<file path="src/rtl/adc_sp_pkg.sv">
package adc_sp_pkg;

    typedef enum logic [1:0] {
        ST_HUNT = 2'd0,
        ST_CMD  = 2'd1,
        ST_XFER = 2'd2,
        ST_PAD  = 2'd3
    } phase_e;

    // command bits that follow the start bit: mode, odd/sign, two fillers
    localparam int CMD_BITS = 4;

    localparam logic [1:0] POS_NONE = 2'b00;
    localparam logic [1:0] POS_CH0  = 2'b01;
    localparam logic [1:0] POS_CH1  = 2'b10;
    localparam logic [2:0] NEG_NONE = 3'b000;
    localparam logic [2:0] NEG_CH0  = 3'b001;
    localparam logic [2:0] NEG_CH1  = 3'b010;
    localparam logic [2:0] NEG_GND  = 3'b100;

endpackage

</file>
<file path="src/rtl/adc_sp_mux_decode.sv">
module adc_sp_mux_decode
    import adc_sp_pkg::*;
(
    input  logic       cfg_ok,
    input  logic       single,
    input  logic       odd,
    output logic [1:0] pos,
    output logic [2:0] neg
);

    always_comb begin
        pos = POS_NONE;
        neg = NEG_NONE;
        if (cfg_ok) begin
            pos = odd ? POS_CH1 : POS_CH0;
            if (single) begin
                neg = NEG_GND;
            end else begin
                neg = odd ? NEG_CH0 : NEG_CH1;
            end
        end
    end

endmodule

</file>
<file path="src/rtl/adc_sp_seq.sv">
module adc_sp_seq
    import adc_sp_pkg::*;
#(
    parameter int RES       = 8,
    parameter bit FIXED_CFG = 1'b0
) (
    input  logic           cs_n,
    input  logic           sclk,
    input  logic           sdi,
    input  logic [RES-1:0] sample_in,
    output logic           dout,
    output logic           oe,
    output logic           conv,
    output logic           cfg_ok,
    output logic           single,
    output logic           odd
);

    localparam int CW = $clog2(RES + CMD_BITS + 1);
    localparam int SW = RES + 1;

    typedef struct packed {
        phase_e          st;
        logic [CW-1:0]   cnt;
        logic            single;
        logic            odd;
        logic            cfg_ok;
        logic            oe;
        logic            dout;
        logic            conv;
        logic [SW-1:0]   sh;
    } seq_t;

    localparam seq_t SEQ_RST = '{
        st: ST_HUNT, cnt: '0, single: 1'b0, odd: 1'b0, cfg_ok: 1'b0,
        oe: 1'b0, dout: 1'b0, conv: 1'b0, sh: '0
    };

    seq_t seq_q, seq_d;

    always_comb begin
        seq_d      = seq_q;
        seq_d.conv = 1'b0;
        unique case (seq_q.st)
            ST_HUNT: begin
                if (FIXED_CFG) begin
                    seq_d.single = 1'b0;
                    seq_d.odd    = 1'b0;
                    seq_d.cfg_ok = 1'b1;
                    seq_d.st     = ST_XFER;
                    seq_d.cnt    = '0;
                    seq_d.oe     = 1'b1;
                    seq_d.dout   = 1'b0;
                    seq_d.conv   = 1'b1;
                    seq_d.sh     = {1'b0, sample_in};
                end else if (sdi) begin
                    seq_d.st  = ST_CMD;
                    seq_d.cnt = '0;
                end
            end
            ST_CMD: begin
                if (seq_q.cnt == CW'(0)) begin
                    seq_d.single = sdi;
                end
                if (seq_q.cnt == CW'(1)) begin
                    seq_d.odd    = sdi;
                    seq_d.cfg_ok = 1'b1;
                end
                if (seq_q.cnt == CW'(CMD_BITS - 1)) begin
                    seq_d.st   = ST_XFER;
                    seq_d.cnt  = '0;
                    seq_d.oe   = 1'b1;
                    seq_d.dout = 1'b0;
                    seq_d.conv = 1'b1;
                    seq_d.sh   = {1'b0, sample_in};
                end else begin
                    seq_d.cnt = seq_q.cnt + CW'(1);
                end
            end
            ST_XFER: begin
                seq_d.dout = seq_q.sh[SW-1];
                seq_d.sh   = {seq_q.sh[SW-2:0], 1'b0};
                seq_d.cnt  = seq_q.cnt + CW'(1);
                if (seq_q.cnt == CW'(RES)) begin
                    seq_d.st = ST_PAD;
                end
            end
            ST_PAD: begin
                seq_d.dout = 1'b0;
            end
            default: seq_d = SEQ_RST;
        endcase
    end

    always_ff @(posedge sclk or posedge cs_n) begin
        if (cs_n) begin
            seq_q <= SEQ_RST;
        end else begin
            seq_q <= seq_d;
        end
    end

    assign dout   = seq_q.dout;
    assign oe     = seq_q.oe;
    assign conv   = seq_q.conv;
    assign cfg_ok = seq_q.cfg_ok;
    assign single = seq_q.single;
    assign odd    = seq_q.odd;

    // the start pulse lasts a single cycle
    assert_conv_single_R7: assert property (@(posedge sclk) disable iff (cs_n)
        conv |=> !conv);

    // the pulse edge drives the first null bit with the pad enabled
    assert_conv_null_R7: assert property (@(posedge sclk) disable iff (cs_n)
        conv |-> (oe && !dout));

    // the edge after the pulse still carries a null bit
    assert_second_null_R7: assert property (@(posedge sclk) disable iff (cs_n)
        $past(conv) |-> !dout);

    // once captured, the configuration never moves within the exchange
    assert_cfg_frozen_R6: assert property (@(posedge sclk) disable iff (cs_n)
        (cfg_ok && $past(cfg_ok)) |-> ($stable(single) && $stable(odd)));

    // padding phase only ever emits zeros
    assert_pad_zero_R8: assert property (@(posedge sclk) disable iff (cs_n)
        (seq_q.st == ST_PAD) |=> !dout);

    // the enable never drops while chip select stays low
    assert_oe_hold_R11: assert property (@(posedge sclk) disable iff (cs_n)
        oe |=> oe);

endmodule

</file>
<file path="src/rtl/adc_serial_port.sv">
module adc_serial_port
    import adc_sp_pkg::*;
#(
    parameter int RES       = 8,
    parameter bit FIXED_CFG = 1'b0
) (
    input  logic           cs_n,
    input  logic           sclk,
    input  logic           sdi,
    input  logic [RES-1:0] sample_in,
    output logic           sdo,
    output logic           sdo_oe,
    output logic           conv_start,
    output logic [1:0]     mux_pos,
    output logic [2:0]     mux_neg
);

    logic cfg_ok;
    logic single;
    logic odd;

    adc_sp_seq #(
        .RES       (RES),
        .FIXED_CFG (FIXED_CFG)
    ) i_seq (
        .cs_n      (cs_n),
        .sclk      (sclk),
        .sdi       (sdi),
        .sample_in (sample_in),
        .dout      (sdo),
        .oe        (sdo_oe),
        .conv      (conv_start),
        .cfg_ok    (cfg_ok),
        .single    (single),
        .odd       (odd)
    );

    adc_sp_mux_decode i_dec (
        .cfg_ok (cfg_ok),
        .single (single),
        .odd    (odd),
        .pos    (mux_pos),
        .neg    (mux_neg)
    );

    // at most one positive and one negative input chosen
    assert_mux_onehot_R3: assert property (@(posedge sclk) disable iff (cs_n)
        $onehot0(mux_pos) && $onehot0(mux_neg));

    // positive and negative selections appear together
    assert_mux_paired_R3: assert property (@(posedge sclk) disable iff (cs_n)
        (|mux_pos) == (|mux_neg));

    // the pad is not driven before the selection is known
    assert_oe_after_cfg_R2: assert property (@(posedge sclk) disable iff (cs_n)
        sdo_oe |-> (|mux_pos));

endmodule

</file>
<file path="config.mk">
export PLATFORM = sky130hd
export DESIGN_NAME = adc_serial_port
export DESIGN_NICKNAME = d
export VERILOG_FILES = /design/src/rtl/adc_sp_pkg.sv /design/src/rtl/adc_sp_mux_decode.sv /design/src/rtl/adc_sp_seq.sv /design/src/rtl/adc_serial_port.sv
export SDC_FILE = /design/constraint.sdc
export NUM_CORES = 1
export LEC_CHECK = 0
export BUFFER_PORTS_ARGS = -buffer_cell sky130_fd_sc_hd__buf_2
export CORE_MARGIN = 4
export CORE_UTILIZATION = 52
export CTS_BUF_LIST = sky130_fd_sc_hd__clkbuf_2
export CTS_CLUSTER_SIZE = 40
export DETAILED_ROUTE_END_ITERATION = 7
export GPL_TIMING_DRIVEN = 0
export HOLD_SLACK_MARGIN = 0.05
export PLACE_DENSITY = 0.84
export SLEW_MARGIN = 40
export SYNTH_ARGS = -nofsm -noshare
export SYNTH_HDL_FRONTEND = slang
export SYNTH_SLANG_ARGS = --single-unit
</file>
<file path="constraint.sdc">
create_clock -name sclk -period 1.5 [get_ports sclk]
set_input_delay 0.375 -clock sclk [delete_from_list [all_inputs] [get_ports sclk]]
set_output_delay 0.375 -clock sclk [all_outputs]
set_load 0.01 [all_outputs]
</file>
==> results of run 1 <==
per-stage QoR:
step | util, % | power [W]
3_5_place_dp | 62.50 | 0.0006253
5_1_grt | 75.00 | 0.0009020
3_3_place_gp | 62.50 | 0.0006238
4_1_cts | 68.69 | 0.0008597
6_report | 75.00 | 0.0008596
2_1_floorplan | - | 0.0006012
report_power, final:
part / switching [W] / internal (W) / total, W
Clock: 0.000180 / 0.0000604 / 0.000241
Sequential: 0.00000318 / 0.000570 / 0.000573
Combinational: 0.0000248 / 0.0000212 / 0.0000460
Total: 0.000208 / 0.000651 / 0.000860
synth_stat cells (all sizes together):
| library cell | number |
|---|---|
| a21bo | 1 |
| a21oi | 1 |
| a22oi | 7 |
| a31oi | 1 |
| a32o | 2 |
| and2 | 2 |
| and3 | 1 |
| and3b | 1 |
| buf | 1 |
| clkbuf | 1 |
| dfrtp | 21 |
| ha | 9 |
| inv | 6 |
| mux2 | 3 |
| mux2i | 1 |
| nand2 | 9 |
| nand2b | 4 |
| nand3 | 5 |
| nand3b | 1 |
| nor2 | 3 |
| nor2b | 3 |
| nor3b | 1 |
| nor4 | 1 |
| nor4b | 1 |
| o21ai | 15 |
| o2bb2ai | 1 |
| o31ai | 2 |
final timing paths:
kind / endpoint / from / slack, ns / depth (start not counted)
worst min register to register: i_seq.oe / i_seq.oe / 0.51 / 1
worst max register to register: i_seq.seq_q[20] / i_seq.seq_q[16] / -0.06 / 6
worst max-delay path: i_seq.seq_q[20] / i_seq.seq_q[16] / -0.06 / 6
max in group asynchronous: i_seq.seq_q[17] / cs_n / 0.61 / 3
min in group asynchronous: i_seq.seq_q[4] / cs_n / 0.54 / 3
worst min-delay path: i_seq.seq_q[2] / sample_in[2] / 0.29 / 3
final cells by class:
cell class / instances / area share, %
multi-input cells: 75 / 46.29
flip-flops and latches: 21 / 34.82
well taps: 27 / 2.228
clock buffers: 3 / 0.9901
repair buffers: 31 / 12.79
clock inverters: 1 / 0.3300
plain buffers: 2 / 1.073
inverters: 6 / 1.485
cell families after synthesis:
logic type,Yosys count,synth area share (%)
and+or+nand+nor,32,18.15
AOI/OAI and AO/OA,30,18.26
DFF,21,46.20
adders and majority gates,9,9.901
buffers and inverters,8,3.300
muxes,4,4.180
metal layers:
| metal | GRT usage [%] | vias up |
|---|---|---|
| met1 | 22.45 | 449 |
| met3 | 5.722 | 8 |
| met4 | 3.734 | 0 |
| met5 | 0 | - |
| met2 | 33.46 | 32 |
| li1 | - | 441 |
worst reg2reg max path, cell delays in order, from the launching register on:
cell,delay [ns]
dfrtp_1,0.50
inv_2,0.10
ha_2,0.18
nand2_2,0.07
o21ai_4,0.20
nand3_4,0.10
mux2_4,0.30
sequential cells by signal, summed over array words and instances, names as in the netlist:
name	cells
i_seq.seq_q	15
i_seq.cfg_ok	1
i_seq.conv	1
i_seq.dout	1
i_seq.odd	1
i_seq.oe	1
i_seq.single	1
what timing repair did:
action / in CTS / in global routing
hold buffers: 0 / 1
pin swaps: 2 / 8
gates cloned: 0 / 0
endpoints found under the setup margin: 18 / 19
resized for setup: 12 / 19
endpoints found under the hold margin: 0 / 21
buffers inserted: 8 / 4
==> metrics.md, run 1 <==
| Metric | Value |
|---|---|
| Worst Path Buf+Inv | `1` |
| Most frequent cells in the layout | `19 x dfrtp_1, 18 x buf_2, 11 x buf_4, 10 x o21ai_1, 8 x nand2_1` |
| DR vias/cell | `5.602` |
| CP required | `1.74 ns` |
| Minimum clock period | `1.558 ns` |
| ANT cells | `0` |
| Layout cell share with drive strength beyond 1 | `46.04%` |
| Slew HR | `70.71%` |
| DRT met1 WL | `1.052 mm` |
| Row Count | `16` |
| Final Hold Fails | `0` |
| Worst-path clk slew | `0.21 ns` |
| Total track usage | `18.95%` |
| Initial antenna violation count | `0` |
| Status | `complete, but fails checks` |
| Die footprint | `2999 um^2` |
| Placed inst area | `1264 um^2` |
| Hold crit path type | `input pin to flip-flop` |
| Core box area | `2022 um^2` |
| Worst-path cell chain | `inv_2 -> ha_2 -> nand2_2 -> o21ai_4 -> nand3_4 -> mux2_4` |
| CTS tree | `done` |
| DRT iter0 DRCs | `25` |
| Routability cong. | `0.8205` |
| TritonCTS Buffers | `3` |
| Design Area, Final | `1516 um^2` |
| CP arrival | `1.79 ns` |
| Synth warnings | `0` |
| Post-synthesis sequential area ratio | `46.20%` |
| P_leak | `0.6442 nW` |
| Clock skew | `0.01835 ns` |
| Synth unique cells | `32` |
| Failing checks | `setup timing` |
| First-pass GRT wire length | `4.002 mm` |
| PwrDens | `566.9 nW/um^2` |
| Vias post-DR | `930` |
| Metal2 WL | `1.315 mm` |
| CP max FO | `3` |
| Syn Nets | `124` |
| Final setup fails | `2` |
| RSZ-0062 raised after global routing | `yes` |
| Clock buffer depth | `2` |
| Wire length per cell | `15.37 um` |
| Initial core utilization | `56.25%` |
| FF/Latch Area | `528.0 um^2` |
| Area growth syn-to-layout | `33.33%` |
| Highest metal used | `met4` |
| Htree depth | `1` |
| VDD IR max | `0.6702 mV` |
| Seq cells post-synth | `21` |
| Max incr delay on CP | `0.50 ns` |
| Share of Yosys cell area claimed by the top area cell type | `46.20%` |
| Filler Cells Inserted | `136` |
| Non-Filler Instances | `166` |
| CTS sink count | `21` |
| Synth area leader | `dfrtp_1` |
| Post-DP HPWL | `1.691 mm` |
| Delay-heaviest family, CP | `flip-flops` |
| Critical Path End Type | `flip-flop` |
| Dpl cells | `149` |
| WS Path Type | `flip-flop to flip-flop` |
| Final Net Count | `160` |
| IO Count | `19` |
| Die H | `54.77 um` |
| Syn Area/Cell | `10.94 um^2` |
| Skew-Pair Late Insertion Delay | `0.34 ns` |
| Drt first pass iters | `4` |
| Port bufs | `18` |
| Fin crit share | `103.8%` |
| Syn Inst Count | `104` |
| Post-route setup slack | `-0.05757 ns` |
| Worst slew pin tran | `0.4387 ns` |
| Syn Std Cell Area | `1137 um^2` |
| ANT nets after route | `0` |
| Largest net degree at the start of global routing | `22` |
| Fmax | `0.6420 GHz` |
| Final slew viol count | `0` |
| Die X | `54.77 um` |
| Maxcap violations | `0` |
| Setup WS pre-CTS | `-0.2132 ns` |
| WHS | `0.2862 ns` |
| Final setup TNS | `-0.06068 ns` |
| Slowest-stage cell, CP | `dfrtp_1` |
| Top post-synthesis cells by area | `dfrtp_1 46%, ha_1 9.9%, a22oi_1 4.6%` |
| Metal3 WL | `123 um` |
| Clock root buffer | `clkbuf_2` |
| Congestion Overflow GR | `0` |
| Routed WL | `2.551 mm` |
| DRC | `0` |
| Vias in the first global route | `910` |
| Commonest non-fill, non-tap cell in the layout | `dfrtp_1` |
| Multi-input combinational cell area | `701.9 um^2` |
| Worst setup SP type | `flip-flop` |
Power figures use the tool's default switching activity.
==> inputs of run 2 (changes only) <==
--- a/config.mk
+++ b/config.mk
@@ -14,6 +14,7 @@
 export GPL_TIMING_DRIVEN = 0
 export HOLD_SLACK_MARGIN = 0.05
 export PLACE_DENSITY = 0.84
+export RECOVER_POWER = 25
 export SLEW_MARGIN = 40
 export SYNTH_ARGS = -nofsm -noshare
 export SYNTH_HDL_FRONTEND = slang
==> run 2 against run 1 <==
Effect of this change:
- the run still ends with setup timing left
- die area unchanged
- global-route usage unchanged
- cell count stayed put
- critical path depth did not move
- combinational power barely moved
- sequential power about the same
- clock power is essentially flat
==> metrics.md, run 2 (synthesized netlist as in run 1, its figures left out) <==
| Metric | Value |
|---|---|
| Status | `complete, but fails checks (unchanged)` |
| Failing checks | `setup timing (unchanged)` |
| ANT nets after route | `0 (unchanged)` |
| Core box area | `2022 um^2 (unchanged)` |
| Slowest-stage cell, CP | `dfrtp_1 (unchanged)` |
| CP max FO | `3 (unchanged)` |
| Vias post-DR | `929 (was 930)` |
| PwrDens | `566.6 nW/um^2 (was 566.9 nW/um^2)` |
| Commonest non-fill, non-tap cell in the layout | `dfrtp_1 (unchanged)` |
| First-pass GRT wire length | `4.002 mm (unchanged)` |
| RSZ-0062 raised after global routing | `yes (unchanged)` |
| Routability cong. | `0.8205 (unchanged)` |
| Worst slew pin tran | `0.7927 ns (was 0.4387 ns)` |
| Die footprint | `2999 um^2 (unchanged)` |
| Wire length per cell | `15.39 um (was 15.37 um)` |
| Area growth syn-to-layout | `33.33% (unchanged)` |
| Slew HR | `47.10% (was 70.71%)` |
| Final Net Count | `160 (unchanged)` |
| Fin crit share | `103.8% (unchanged)` |
| Die X | `54.77 um (unchanged)` |
| VDD IR max | `0.6698 mV (was 0.6702 mV)` |
| CP arrival | `1.79 ns (about the same)` |
| IO Count | `19 (unchanged)` |
| Hold crit path type | `input pin to flip-flop (unchanged)` |
| WS Path Type | `flip-flop to flip-flop (unchanged)` |
| Maxcap violations | `0 (unchanged)` |
| Vias in the first global route | `910 (unchanged)` |
| CTS tree | `done (unchanged)` |
| Worst-path cell chain | `inv_2 -> ha_2 -> nand2_2 -> o21ai_4 -> nand3_4 -> mux2_4 (unchanged)` |
| Minimum clock period | `1.558 ns (unchanged)` |
| Critical R2R Launch | `i_seq.seq_q[16] (unchanged)` |
| TritonCTS Buffers | `3 (unchanged)` |
| DRT iter0 DRCs | `25 (unchanged)` |
| Drt first pass iters | `4 (unchanged)` |
| CP required | `1.74 ns (about the same)` |
| Die H | `54.77 um (unchanged)` |
| DRC | `0 (unchanged)` |
| Htree depth | `1 (unchanged)` |
| Total track usage | `18.95% (unchanged)` |
| Final setup fails | `2 (unchanged)` |
| Start point of the critical path | `i_seq.seq_q[16] (unchanged)` |
| Layout cell share with drive strength beyond 1 | `45.32% (was 46.04%)` |
| Routed WL | `2.555 mm (was 2.551 mm)` |
| Initial core utilization | `56.25% (unchanged)` |
| Clock root buffer | `clkbuf_2 (unchanged)` |
| DR vias/cell | `5.596 (was 5.602)` |
| Skew-Pair Late Insertion Delay | `0.34 ns (about the same)` |
| Final slew viol count | `0 (unchanged)` |
| Final Hold Fails | `0 (unchanged)` |
| Post-DP HPWL | `1.691 mm (unchanged)` |
| Critical Path End Type | `flip-flop (unchanged)` |
| ANT cells | `0 (unchanged)` |
| Clock buffer depth | `2 (unchanged)` |
| Hold Startpoint | `sample_in[2] (unchanged)` |
| P_leak | `0.6452 nW (was 0.6442 nW)` |
| Design Area, Final | `1516 um^2 (unchanged)` |
| Reg with most FFs | `i_seq.seq_q (unchanged)` |
| Max incr delay on CP | `0.50 ns (about the same)` |
| Most frequent cells in the layout | `19 x dfrtp_1, 18 x buf_2, 11 x buf_4, 10 x o21ai_1, 8 x nand2_1 (unchanged)` |
| Largest net degree at the start of global routing | `22 (unchanged)` |
| Placed inst area | `1264 um^2 (unchanged)` |
| Congestion Overflow GR | `0 (unchanged)` |
| Fmax | `0.6420 GHz (unchanged)` |
| Initial antenna violation count | `0 (unchanged)` |
| WHS | `0.2863 ns (was 0.2862 ns)` |
| Number of flip-flops in the largest register | `15 (unchanged)` |
| Worst-path clk slew | `0.21 ns (about the same)` |
| CTS sink count | `21 (unchanged)` |
| Port bufs | `18 (unchanged)` |
| Post-route setup slack | `-0.05757 ns (unchanged)` |
| Filler Cells Inserted | `136 (unchanged)` |
| Clock skew | `0.01835 ns (unchanged)` |
| Row Count | `16 (unchanged)` |
| Worst setup SP type | `flip-flop (unchanged)` |
==> run 2: worst max-delay path, delay by kind of cell (launching register included) <==
kind | cells | cell delay (ns)
flops | 1 | 0.50
simple gates | 2 | 0.17
compound gates | 1 | 0.20
mux | 1 | 0.30
fa+ha+maj | 1 | 0.18
buf+inv | 1 | 0.10
==> run 2: timing repair <==
item,in CTS,in global routing
cloned,0,0
setup buffers,8,4
endpoints found under the hold margin,0,21
setup endpoints to repair,18,19
pin swaps,2,8
resized for setup,12,19
hold buffers,0,1
==> run 2: worst paths after layout <==
path                       slack, ns               to  cells after the start
max                            -0.06  i_seq.seq_q[20]                      6
max reg2reg                    -0.06  i_seq.seq_q[20]                      6
min                             0.29   i_seq.seq_q[2]                      3
min in group asynchronous       0.69   i_seq.seq_q[2]                      3
max in group asynchronous       0.26  i_seq.seq_q[17]                      3
min reg2reg                     0.51         i_seq.oe                      1
==> run 2: per-layer routing <==
layer	wire, um	global-route usage (%)
met5	0	0
met4	61	3.734
met3	123	5.722
met2	1318	33.46
met1	1052	22.45
==> run 2: power by group <==
group / internal (W) / switching [W] / leakage, nW
sequential: 0.000570 / 0.00000318 / 0.256
clock: 0.0000604 / 0.000180 / 0.0164
combinational: 0.0000210 / 0.0000246 / 0.373
==> run 2: stage by stage <==
step | instances | worst slack [ns] | setup TNS (ns) | total power, W | utilization [%]
floorplan | 104 | 0.001188 | 0 | 0.0006012 | -
global placement | 149 | -0.1798 | -1.570 | 0.0006238 | 62.50
detailed placement | 149 | -0.2132 | -2.235 | 0.0006253 | 62.50
CTS | 161 | -0.004664 | -0.006090 | 0.0008597 | 68.69
global route | 166 | -0.1016 | -0.6680 | 0.0009016 | 75.00
finish | 166 | -0.05757 | -0.06068 | 0.0008593 | 75.00
==> run 2: final cells by class <==
class | count | area [um^2] | area share, %
clock inverters | 1 | 5.005 | 0.3300
clock buffers | 3 | 15.01 | 0.9901
plain buffers | 2 | 16.27 | 1.073
repair buffers | 31 | 193.9 | 12.79
inverters | 6 | 22.52 | 1.485
well taps | 27 | 33.78 | 2.228
flip-flops and latches | 21 | 528.0 | 34.82
multi-input cells | 75 | 701.9 | 46.29
